$ cat src/rtl/sram_diag_pkg.sv
// Shared types for the SRAM diagnosis engine.
// Assumes at most four operations per command element.
package sram_diag_pkg;

    localparam int OPS_MAX = 4;

    // One operation slot: invert the background, and read (1) or write (0).
    typedef struct packed {
        logic inv;
        logic rd;
    } diag_op_t;

    // Command word; bit positions are fixed because the scan chain loads them.
    typedef struct packed {
        logic                       last;
        diag_op_t [OPS_MAX-1:0]     ops;
        logic                       bg;
        logic                       dir;
        logic [1:0]                 nops_m1;
    } diag_cmd_t;

    localparam int CMD_W = $bits(diag_cmd_t);

    typedef enum logic [2:0] {
        GS_IDLE,
        GS_INIT,
        GS_ISSUE,
        GS_CHECK,
        GS_WAIT,
        GS_DONE
    } gen_state_t;

endpackage

$ cat src/rtl/sram_diag_cmd_store.sv
// Command store: a fixed March set, plus a serial chain that holds NCMD
// scanned commands. The index from the generator picks one slot from the
// source chosen by use_scan.
// Assumes shift_en stays low while a run is in progress (the top gates it).
module sram_diag_cmd_store
    import sram_diag_pkg::*;
#(
    parameter  int NCMD  = 4,
    localparam int IDX_W = (NCMD > 1) ? $clog2(NCMD) : 1
) (
    input  logic             clk,
    input  logic             rst_n,
    input  logic             shift_en,
    input  logic             shift_in,
    input  logic             use_scan,
    input  logic [IDX_W-1:0] idx,
    output diag_cmd_t        cmd
);

    localparam int CHAIN_W = NCMD * CMD_W;

    logic [CHAIN_W-1:0] chain;
    diag_cmd_t          rom_slot  [NCMD];
    diag_cmd_t          scan_slot [NCMD];

    // Built-in set: up w0; up r0 w1; down r1 w0; up r0 (last).
    function automatic diag_cmd_t builtin_cmd(input int k);
        diag_cmd_t c;
        c = '0;
        case (k)
            0: begin
                c.ops[0] = '{inv: 1'b0, rd: 1'b0};
            end
            1: begin
                c.nops_m1 = 2'd1;
                c.ops[0]  = '{inv: 1'b0, rd: 1'b1};
                c.ops[1]  = '{inv: 1'b1, rd: 1'b0};
            end
            2: begin
                c.nops_m1 = 2'd1;
                c.dir     = 1'b1;
                c.ops[0]  = '{inv: 1'b1, rd: 1'b1};
                c.ops[1]  = '{inv: 1'b0, rd: 1'b0};
            end
            3: begin
                c.ops[0] = '{inv: 1'b0, rd: 1'b1};
                c.last   = 1'b1;
            end
            default: begin
                c.last = 1'b1;
            end
        endcase
        return c;
    endfunction

    // Serial command chain, new bits enter at bit 0.
    always_ff @(posedge clk) begin
        if (!rst_n) begin
            chain <= '0;
        end else if (shift_en) begin
            chain <= {chain[CHAIN_W-2:0], shift_in};
        end
    end

    generate
        for (genvar k = 0; k < NCMD; k++) begin : g_slot
            assign rom_slot[k]  = builtin_cmd(k);
            assign scan_slot[k] = chain[k*CMD_W +: CMD_W];
        end
    endgenerate

    // Pick the current command from the selected source.
    assign cmd = use_scan ? scan_slot[idx] : rom_slot[idx];

endmodule

$ cat src/rtl/sram_diag_pattern_gen.sv
// Pattern generator: walks commands, addresses and sessions. For each
// session it drives write or read enable from a session-indexed timing
// table, checks read data one cycle later, and on a mismatch waits for
// the fault-site indicator's continue pulse before resuming.
// Assumes a synchronous SRAM with one cycle of read latency.
module sram_diag_pattern_gen
    import sram_diag_pkg::*;
#(
    parameter  int AW    = 4,
    parameter  int DW    = 8,
    parameter  int NCMD  = 4,
    localparam int IDX_W = (NCMD > 1) ? $clog2(NCMD) : 1,
    localparam int REC_W = AW + 2 + DW
) (
    input  logic             clk,
    input  logic             rst_n,
    input  logic             en,
    input  logic             start,
    input  diag_cmd_t        cmd,
    input  logic             cont,
    input  logic [DW-1:0]    rdata,
    output logic [IDX_W-1:0] cidx,
    output logic [AW-1:0]    addr,
    output logic [DW-1:0]    wdata,
    output logic             we,
    output logic             oe,
    output logic             err_load,
    output logic [REC_W-1:0] err_rec,
    output logic             running,
    output logic             clr,
    output logic             done
);

    gen_state_t       st, st_n;
    logic [1:0]       sess, sess_n;
    logic [AW-1:0]    acnt, acnt_n;
    logic [IDX_W-1:0] cidx_n;
    logic [1:0]       tim [OPS_MAX];
    diag_op_t         op;
    logic [DW-1:0]    pat;
    logic [DW-1:0]    expd;
    logic             mism;
    logic             step;
    logic             last_cmd;

    // Timing table: {we, oe} for each session slot of the current command.
    generate
        for (genvar s = 0; s < OPS_MAX; s++) begin : g_tim
            assign tim[s] = cmd.ops[s].rd ? 2'b01 : 2'b10;
        end
    endgenerate

    // Operation data and address for the current session.
    assign op       = cmd.ops[sess];
    assign pat      = cmd.bg ? {(DW/2){2'b01}} : '0;
    assign expd     = pat ^ {DW{op.inv}};
    assign addr     = cmd.dir ? ~acnt : acnt;
    assign wdata    = expd;
    assign we       = (st == GS_ISSUE) && tim[sess][1];
    assign oe       = (st == GS_ISSUE) && tim[sess][0];
    assign mism     = (st == GS_CHECK) && (rdata != expd);
    assign err_load = mism;
    assign err_rec  = {addr, sess, rdata};
    assign running  = (st == GS_INIT) || (st == GS_ISSUE) ||
                      (st == GS_CHECK) || (st == GS_WAIT);
    assign clr      = (st == GS_INIT);
    assign done     = (st == GS_DONE);
    assign last_cmd = cmd.last || (cidx == IDX_W'(NCMD - 1));
    assign step     = ((st == GS_ISSUE) && !op.rd) ||
                      ((st == GS_CHECK) && !mism) ||
                      ((st == GS_WAIT) && cont);

    // Next-state and counter update logic.
    always_comb begin
        st_n   = st;
        sess_n = sess;
        acnt_n = acnt;
        cidx_n = cidx;
        case (st)
            GS_IDLE, GS_DONE: if (start) st_n = GS_INIT;
            GS_INIT: begin
                sess_n = '0;
                acnt_n = '0;
                cidx_n = '0;
                st_n   = GS_ISSUE;
            end
            GS_ISSUE: if (op.rd) st_n = GS_CHECK;
            GS_CHECK: if (mism) st_n = GS_WAIT;
            default: ;
        endcase
        if (step) begin
            st_n = GS_ISSUE;
            if (sess != cmd.nops_m1) begin
                sess_n = sess + 2'd1;
            end else begin
                sess_n = '0;
                if (acnt != '1) begin
                    acnt_n = acnt + 1'b1;
                end else begin
                    acnt_n = '0;
                    if (last_cmd) st_n = GS_DONE;
                    else          cidx_n = cidx + 1'b1;
                end
            end
        end
        if (!en) st_n = GS_IDLE;
    end

    // State and counter registers.
    always_ff @(posedge clk) begin
        if (!rst_n) begin
            st   <= GS_IDLE;
            sess <= '0;
            acnt <= '0;
            cidx <= '0;
        end else begin
            st   <= st_n;
            sess <= sess_n;
            acnt <= acnt_n;
            cidx <= cidx_n;
        end
    end

    assert_we_oe_excl_R7: assert property (@(posedge clk) disable iff (!rst_n)
        !(we && oe));

    assert_wait_hold_R10: assert property (@(posedge clk) disable iff (!rst_n)
        (st == GS_WAIT && !cont && en) |=> ($stable(acnt) && $stable(sess) && $stable(cidx)));

    assert_sess_range_R3: assert property (@(posedge clk) disable iff (!rst_n)
        (we || oe) |-> (sess <= cmd.nops_m1));

    assert_init_clear_R6: assert property (@(posedge clk) disable iff (!rst_n)
        (st == GS_INIT && en) |=> (sess == '0 && acnt == '0 && cidx == '0));

    assert_done_hold_R12: assert property (@(posedge clk) disable iff (!rst_n)
        (done && en && !start) |=> done);

endmodule

$ cat src/rtl/sram_diag_fault_site.sv
// Fault-site indicator: captures an error record, sets a sticky flag,
// shifts the record out MSB first, then pulses continue for one cycle.
// Assumes a new load never arrives while a record is still shifting.
module sram_diag_fault_site #(
    parameter  int REC_W = 14,
    localparam int CNT_W = $clog2(REC_W + 1)
) (
    input  logic             clk,
    input  logic             rst_n,
    input  logic             clr,
    input  logic             load,
    input  logic [REC_W-1:0] rec,
    output logic             sout,
    output logic             sout_vld,
    output logic             cont,
    output logic             flag
);

    logic [REC_W-1:0] sh;
    logic [CNT_W-1:0] cnt;

    // Capture, shift and flag handling.
    always_ff @(posedge clk) begin
        if (!rst_n) begin
            sh   <= '0;
            cnt  <= '0;
            cont <= 1'b0;
            flag <= 1'b0;
        end else begin
            cont <= 1'b0;
            if (clr) flag <= 1'b0;
            if (load) begin
                sh   <= rec;
                cnt  <= CNT_W'(REC_W);
                flag <= 1'b1;
            end else if (cnt != '0) begin
                sh  <= sh << 1;
                cnt <= cnt - 1'b1;
                if (cnt == CNT_W'(1)) cont <= 1'b1;
            end
        end
    end

    assign sout     = sh[REC_W-1];
    assign sout_vld = (cnt != '0);

    assert_flag_sticky_R11: assert property (@(posedge clk) disable iff (!rst_n)
        $fell(flag) |-> $past(clr));

    assert_cont_single_R10: assert property (@(posedge clk) disable iff (!rst_n)
        cont |=> !cont);

endmodule

$ cat src/rtl/sram_diag_top.sv
// Top of the SRAM diagnosis engine: the command store, the pattern generator
// and the fault-site indicator, plus the port multiplexer that hands the
// SRAM to either the system or the engine.
// Assumes the SRAM shares clk and returns read data one cycle after oe.
module sram_diag_top
    import sram_diag_pkg::*;
#(
    parameter  int AW    = 4,
    parameter  int DW    = 8,
    parameter  int NCMD  = 4,
    localparam int IDX_W = (NCMD > 1) ? $clog2(NCMD) : 1,
    localparam int REC_W = AW + 2 + DW
) (
    input  logic          clk,
    input  logic          rst_n,
    input  logic          diag_sel,
    input  logic          cmd_src,
    input  logic          start,
    input  logic          scan_en,
    input  logic          scan_in,
    input  logic [AW-1:0] sys_addr,
    input  logic [DW-1:0] sys_wdata,
    input  logic          sys_we,
    input  logic          sys_oe,
    output logic [DW-1:0] sys_rdata,
    output logic [AW-1:0] mem_addr,
    output logic [DW-1:0] mem_wdata,
    output logic          mem_we,
    output logic          mem_oe,
    input  logic [DW-1:0] mem_rdata,
    output logic          err_sout,
    output logic          err_sout_vld,
    output logic          err_flag,
    output logic          done
);

    diag_cmd_t        cmd;
    logic [IDX_W-1:0] cidx;
    logic [AW-1:0]    g_addr;
    logic [DW-1:0]    g_wdata;
    logic             g_we;
    logic             g_oe;
    logic             err_load;
    logic [REC_W-1:0] err_rec;
    logic             running;
    logic             clr;
    logic             cont;

    sram_diag_cmd_store #(.NCMD(NCMD)) u_store (
        .clk      (clk),
        .rst_n    (rst_n),
        .shift_en (scan_en && !running),
        .shift_in (scan_in),
        .use_scan (cmd_src),
        .idx      (cidx),
        .cmd      (cmd)
    );

    sram_diag_pattern_gen #(.AW(AW), .DW(DW), .NCMD(NCMD)) u_gen (
        .clk      (clk),
        .rst_n    (rst_n),
        .en       (diag_sel),
        .start    (start),
        .cmd      (cmd),
        .cont     (cont),
        .rdata    (mem_rdata),
        .cidx     (cidx),
        .addr     (g_addr),
        .wdata    (g_wdata),
        .we       (g_we),
        .oe       (g_oe),
        .err_load (err_load),
        .err_rec  (err_rec),
        .running  (running),
        .clr      (clr),
        .done     (done)
    );

    sram_diag_fault_site #(.REC_W(REC_W)) u_fsi (
        .clk      (clk),
        .rst_n    (rst_n),
        .clr      (clr),
        .load     (err_load),
        .rec      (err_rec),
        .sout     (err_sout),
        .sout_vld (err_sout_vld),
        .cont     (cont),
        .flag     (err_flag)
    );

    // SRAM port multiplexer between system access and the engine.
    assign mem_addr  = diag_sel ? g_addr  : sys_addr;
    assign mem_wdata = diag_sel ? g_wdata : sys_wdata;
    assign mem_we    = diag_sel ? g_we    : sys_we;
    assign mem_oe    = diag_sel ? g_oe    : sys_oe;
    assign sys_rdata = diag_sel ? '0      : mem_rdata;

    assert_blocked_R2: assert property (@(posedge clk) disable iff (!rst_n)
        (diag_sel && !running) |-> (!mem_we && !mem_oe));

    assert_report_follows_R9: assert property (@(posedge clk) disable iff (!rst_n)
        err_load |=> (err_sout_vld && err_flag));

endmodule

$ cat config.mk
export PLATFORM = sky130hd
export DESIGN_NAME = sram_diag_top
export DESIGN_NICKNAME = d
export VERILOG_FILES = /design/src/rtl/sram_diag_pkg.sv /design/src/rtl/sram_diag_cmd_store.sv /design/src/rtl/sram_diag_pattern_gen.sv /design/src/rtl/sram_diag_fault_site.sv /design/src/rtl/sram_diag_top.sv
export SDC_FILE = /design/constraint.sdc
export NUM_CORES = 1
export LEC_CHECK = 0
export ABC_AREA = 1
export BUFFER_PORTS_ARGS = -buffer_cell sky130_fd_sc_hd__buf_2
export CAP_MARGIN = 10
export CORE_ASPECT_RATIO = 2
export CORE_MARGIN = 2
export CORE_UTILIZATION = 40
export DETAILED_ROUTE_END_ITERATION = 7
export PLACE_DENSITY = 0.68
export SLEW_MARGIN = 20
export SYNTH_ARGS = -nofsm -noshare
export SYNTH_HDL_FRONTEND = slang
export SYNTH_SLANG_ARGS = --single-unit
$ cat constraint.sdc
create_clock -name clk -period 3.3 [get_ports clk]
set_input_delay 0.66 -clock clk [delete_from_list [all_inputs] [get_ports clk]]
set_output_delay 0.66 -clock clk [all_outputs]
set_load 0.02 [all_outputs]
==> metrics <==
list of cells traversed by the critical path=inv_4 -> buf_4 -> ha_1 -> nand2_1 -> nand2_1 -> nand2_1 -> nand4_1 -> nand2_1 -> nand2_2 -> nand4_4 -> nand2_4 -> o31ai_2 -> buf_4; Synth area leaders=sky130_fd_sc_hd__dfxtp_1 (37%), sky130_fd_sc_hd__nand2_1 (11%), sky130_fd_sc_hd__a21oi_1 (10%); worst hold path class=register to register; via count of the first global-routing pass=4295; headroom to the max-slew limit=0.581; First-pass DRT Iterations=5; die height=154 um; # rows=54; share of final-layout standard cells stronger than drive strength 1=0.173; TritonCTS clock tree=yes; # fillers=1109; post-route fraction of the period consumed by the critical path=0.938; measured slew at the worst slew-check pin=0.628 ns; Max rail drop VDD=441 uV; LEAKAGE=2.32 nW; RSZ-0062 raised after global routing=false; pwr dens=545 nW/um^2; starting utilization of the core area=0.411; top cell type's share of synthesized area=0.369; setup total negative slack=0 ns; Crit Path Class=register to output pin; vias per cell=5.20; # port buffers=54; average wire per cell in the routed design=13.9 um; floorplan core area=10900 sq um; arrival time of the worst setup path=2.43 ns; number of violations of the max-capacitance limit=0; Bufs and invs on worst path=3; clock input transition at the sequential cells of the worst setup and hold paths=0.06 ns; width of the chip=79.0 um; net count of the mapped netlist=695; maximum clock insertion buffer count=2; count of vias placed by the detailed router=4385; run status=finished clean; total I/O pin count=55; total routing usage reported by global routing=0.198; number of instances in the synthesized netlist=661; clock latency of the later-clocked register in the worst-skew pair=0.34 ns; post-synth design cell area=4500 sq um; type of destination of the critical path=output pin; Net count, final=733; Clock Skews=0.00592 ns; H-tree depth reported by CTS=3; maximum number of pins on one net before global-route repair=105; cell repeated most along the worst path=sky130_fd_sc_hd__nand2_1; CTS sink cnt=83; flop and latch count out of synthesis=83; Num CTS Buffers=9; routability congestion estimate=0.901; Inserted Diodes=0; Final ANT Viol Nets=0; number of setup violations in the final report=0; combined area of the multi-input logic cells=2290 sq um; CP top delay family=simple AND/OR/NAND/NOR gates; number of distinct library cells after synthesis=36; critical path's largest stage delay=0.38 ns; Final HPWL DP=8.76 mm; final std cells w/o fill=844; register area share after synthesis=0.369; Register Area=1660 sq um; Detailed Route Iter0 Violations=235; area growth from synthesis to layout=16.3%; Max Clk Rate=323 MHz; Final Hold Viols=0; total DRC errors in the routed layout=0; largest area contributor in the netlist=sky130_fd_sc_hd__dfxtp_1; number of slew-limit violations in the final report=0; Layout Utilization=0.478; average cell area after synthesis=6.81 sq um; root buffer cell=sky130_fd_sc_hd__clkbuf_16; crit path max-delay cell type=sky130_fd_sc_hd__dfxtp_2; global route total overflow=0; Yosys Warn Count=0; required time of the critical path=2.64 ns; total instance count after detailed placement=828; number of antenna violations at the first check in global routing=0; floorplan die area=12200 sq um; first-pass GRT wire length=19.2 mm; Routed WL=11.7 mm; type of origin of the critical path=register; maximum fanout encountered on the critical timing path=14; minimum clock period after layout=3.09 ns
worst min-delay path: cells and delay by family, from the launching register on:
kind	cells	cell delay, ns
AOI/OAI and AO/OA	1	0.05
DFF	1	0.32
buffers and inverters	1	0.05
cell usage in the layout (no fill, tap or decap), types with 2 or more instances in the layout:
master / n
sky130_fd_sc_hd__a21oi_1: 91
sky130_fd_sc_hd__a21oi_2: 8
sky130_fd_sc_hd__buf_2: 53
sky130_fd_sc_hd__buf_4: 9
sky130_fd_sc_hd__bufinv_16: 4
sky130_fd_sc_hd__clkbuf_16: 9
sky130_fd_sc_hd__clkinv_4: 2
sky130_fd_sc_hd__dfxtp_1: 82
sky130_fd_sc_hd__ha_1: 5
sky130_fd_sc_hd__inv_1: 89
sky130_fd_sc_hd__inv_2: 3
sky130_fd_sc_hd__inv_4: 2
sky130_fd_sc_hd__nand2_1: 135
sky130_fd_sc_hd__nand2_2: 3
sky130_fd_sc_hd__nand2_4: 3
sky130_fd_sc_hd__nand3_1: 33
sky130_fd_sc_hd__nand3_2: 9
sky130_fd_sc_hd__nand4_1: 11
sky130_fd_sc_hd__nor2_1: 38
sky130_fd_sc_hd__nor3_1: 5
sky130_fd_sc_hd__o21ai_0: 76
sky130_fd_sc_hd__o21ai_1: 7
sky130_fd_sc_hd__o21ai_2: 2
sky130_fd_sc_hd__o31ai_2: 3
sky130_fd_sc_hd__xor2_1: 6
sky130_fd_sc_hd__xor2_2: 2
report_power, final:
part	internal (mW)	switching, mW	leakage (nW)
Sequential	1.09	0.0588	0.680
Combinational	0.147	0.312	1.46
Clock	0.837	0.405	0.179
Total	2.08	0.776	2.32
per-stage QoR:
step | hold slack [ns] | total power, mW | area, sq um | setup WS [ns]
5_1_grt | 0.481 | 2.99 | 5240 | 0.0584
4_1_cts | 0.463 | 2.87 | 5220 | 0.0905
6_report | 0.460 | 2.85 | 5240 | 0.206
3_3_place_gp | 0.448 | 1.62 | 4840 | 0.381
3_5_place_dp | 0.453 | 1.63 | 4840 | 0.332
2_1_floorplan | 0.424 | 1.49 | 4500 | 0.327
metal layers:
| metal | wire length (um) | vias up | track usage |
|---|---|---|---|
| met1 | 4270 | 2011 | 0.188 |
| met3 | 388 | 36 | 0.0323 |
| met4 | 474 | 0 | 0.117 |
| met5 | 0 | - | 0 |
| met2 | 6600 | 116 | 0.383 |
| li1 | - | 2222 | - |
kinds of logic (layout without fill, tap and decap cells):
kind of cell	count (synthesis)	in the layout	synth area share
DFF	83	83	0.369
adders and majority gates	5	5	0.0139
AOI/OAI and AO/OA	190	190	0.228
and+or+nand+nor	243	243	0.246
xor gates and xnor gates	8	8	0.0189
buffers and inverters	132	175	0.125
cells in the mapped netlist:
library cell,number
sky130_fd_sc_hd__clkinv_4,1
sky130_fd_sc_hd__xor2_1,6
sky130_fd_sc_hd__inv_1,89
sky130_fd_sc_hd__o211ai_1,1
sky130_fd_sc_hd__buf_4,5
sky130_fd_sc_hd__o32ai_1,1
sky130_fd_sc_hd__nand3_4,1
sky130_fd_sc_hd__nor3_1,5
sky130_fd_sc_hd__a21oi_2,8
sky130_fd_sc_hd__nand4_4,1
sky130_fd_sc_hd__nand3_2,7
sky130_fd_sc_hd__a21oi_1,91
sky130_fd_sc_hd__nand3_1,35
sky130_fd_sc_hd__or2_2,1
sky130_fd_sc_hd__nor2_1,38
sky130_fd_sc_hd__nand2_2,3
sky130_fd_sc_hd__nand4_1,11
sky130_fd_sc_hd__nor2_2,1
sky130_fd_sc_hd__o211ai_2,1
sky130_fd_sc_hd__o31ai_2,3
sky130_fd_sc_hd__dfxtp_1,83
sky130_fd_sc_hd__nand2_1,135
sky130_fd_sc_hd__o21ai_2,2
sky130_fd_sc_hd__inv_2,4
sky130_fd_sc_hd__nor4_1,1
sky130_fd_sc_hd__ha_1,5
sky130_fd_sc_hd__clkbuf_1,23
sky130_fd_sc_hd__buf_6,3
sky130_fd_sc_hd__o21ai_0,76
sky130_fd_sc_hd__xor2_2,2
sky130_fd_sc_hd__buf_2,5
sky130_fd_sc_hd__nand2_4,3
sky130_fd_sc_hd__o21ai_1,7
sky130_fd_sc_hd__inv_4,1
sky130_fd_sc_hd__buf_8,1
sky130_fd_sc_hd__nand3b_1,1
layout make-up:
type	count	share of cell area
Multi-Input combinational cell	446	0.437
Sequential cell	83	0.318
Timing Repair Buffer	64	0.0703
Inverter	95	0.0700
Clock buffer	10	0.0456
Tap cell	140	0.0335
Clock inverter	6	0.0260
registers in the layout, summed over array words and instances (netlist names), 2 cells and up:
name           cells
u_fsi.cnt          4
u_fsi.sh          14
u_gen.acnt         4
u_gen.cidx         2
u_gen.sess         2
u_gen.st           3
u_store.chain     52
worst paths after layout:
kind                                 startpoint                       endpoint  slack, ns  cells after the start
hold reg to reg   u_store.chain[1]$_SDFFE_PN0P_  u_store.chain[1]$_SDFFE_PN0P_       0.46                      2
setup / recovery       u_gen.cidx[0]$_SDFF_PN0_                         mem_oe       0.21                     13
hold / removal    u_store.chain[1]$_SDFFE_PN0P_  u_store.chain[1]$_SDFFE_PN0P_       0.46                      2
setup reg to reg       u_gen.cidx[0]$_SDFF_PN0_       u_fsi.sh[2]$_SDFFE_PN0P_       0.92                     14
repair_timing:
action                                  CTS  global route
gates resized for setup                   0             6
buffers inserted                          0             0
hold buffers                              0             0
endpoints found under the setup margin    0             1
Power figures use the tool's default switching activity.
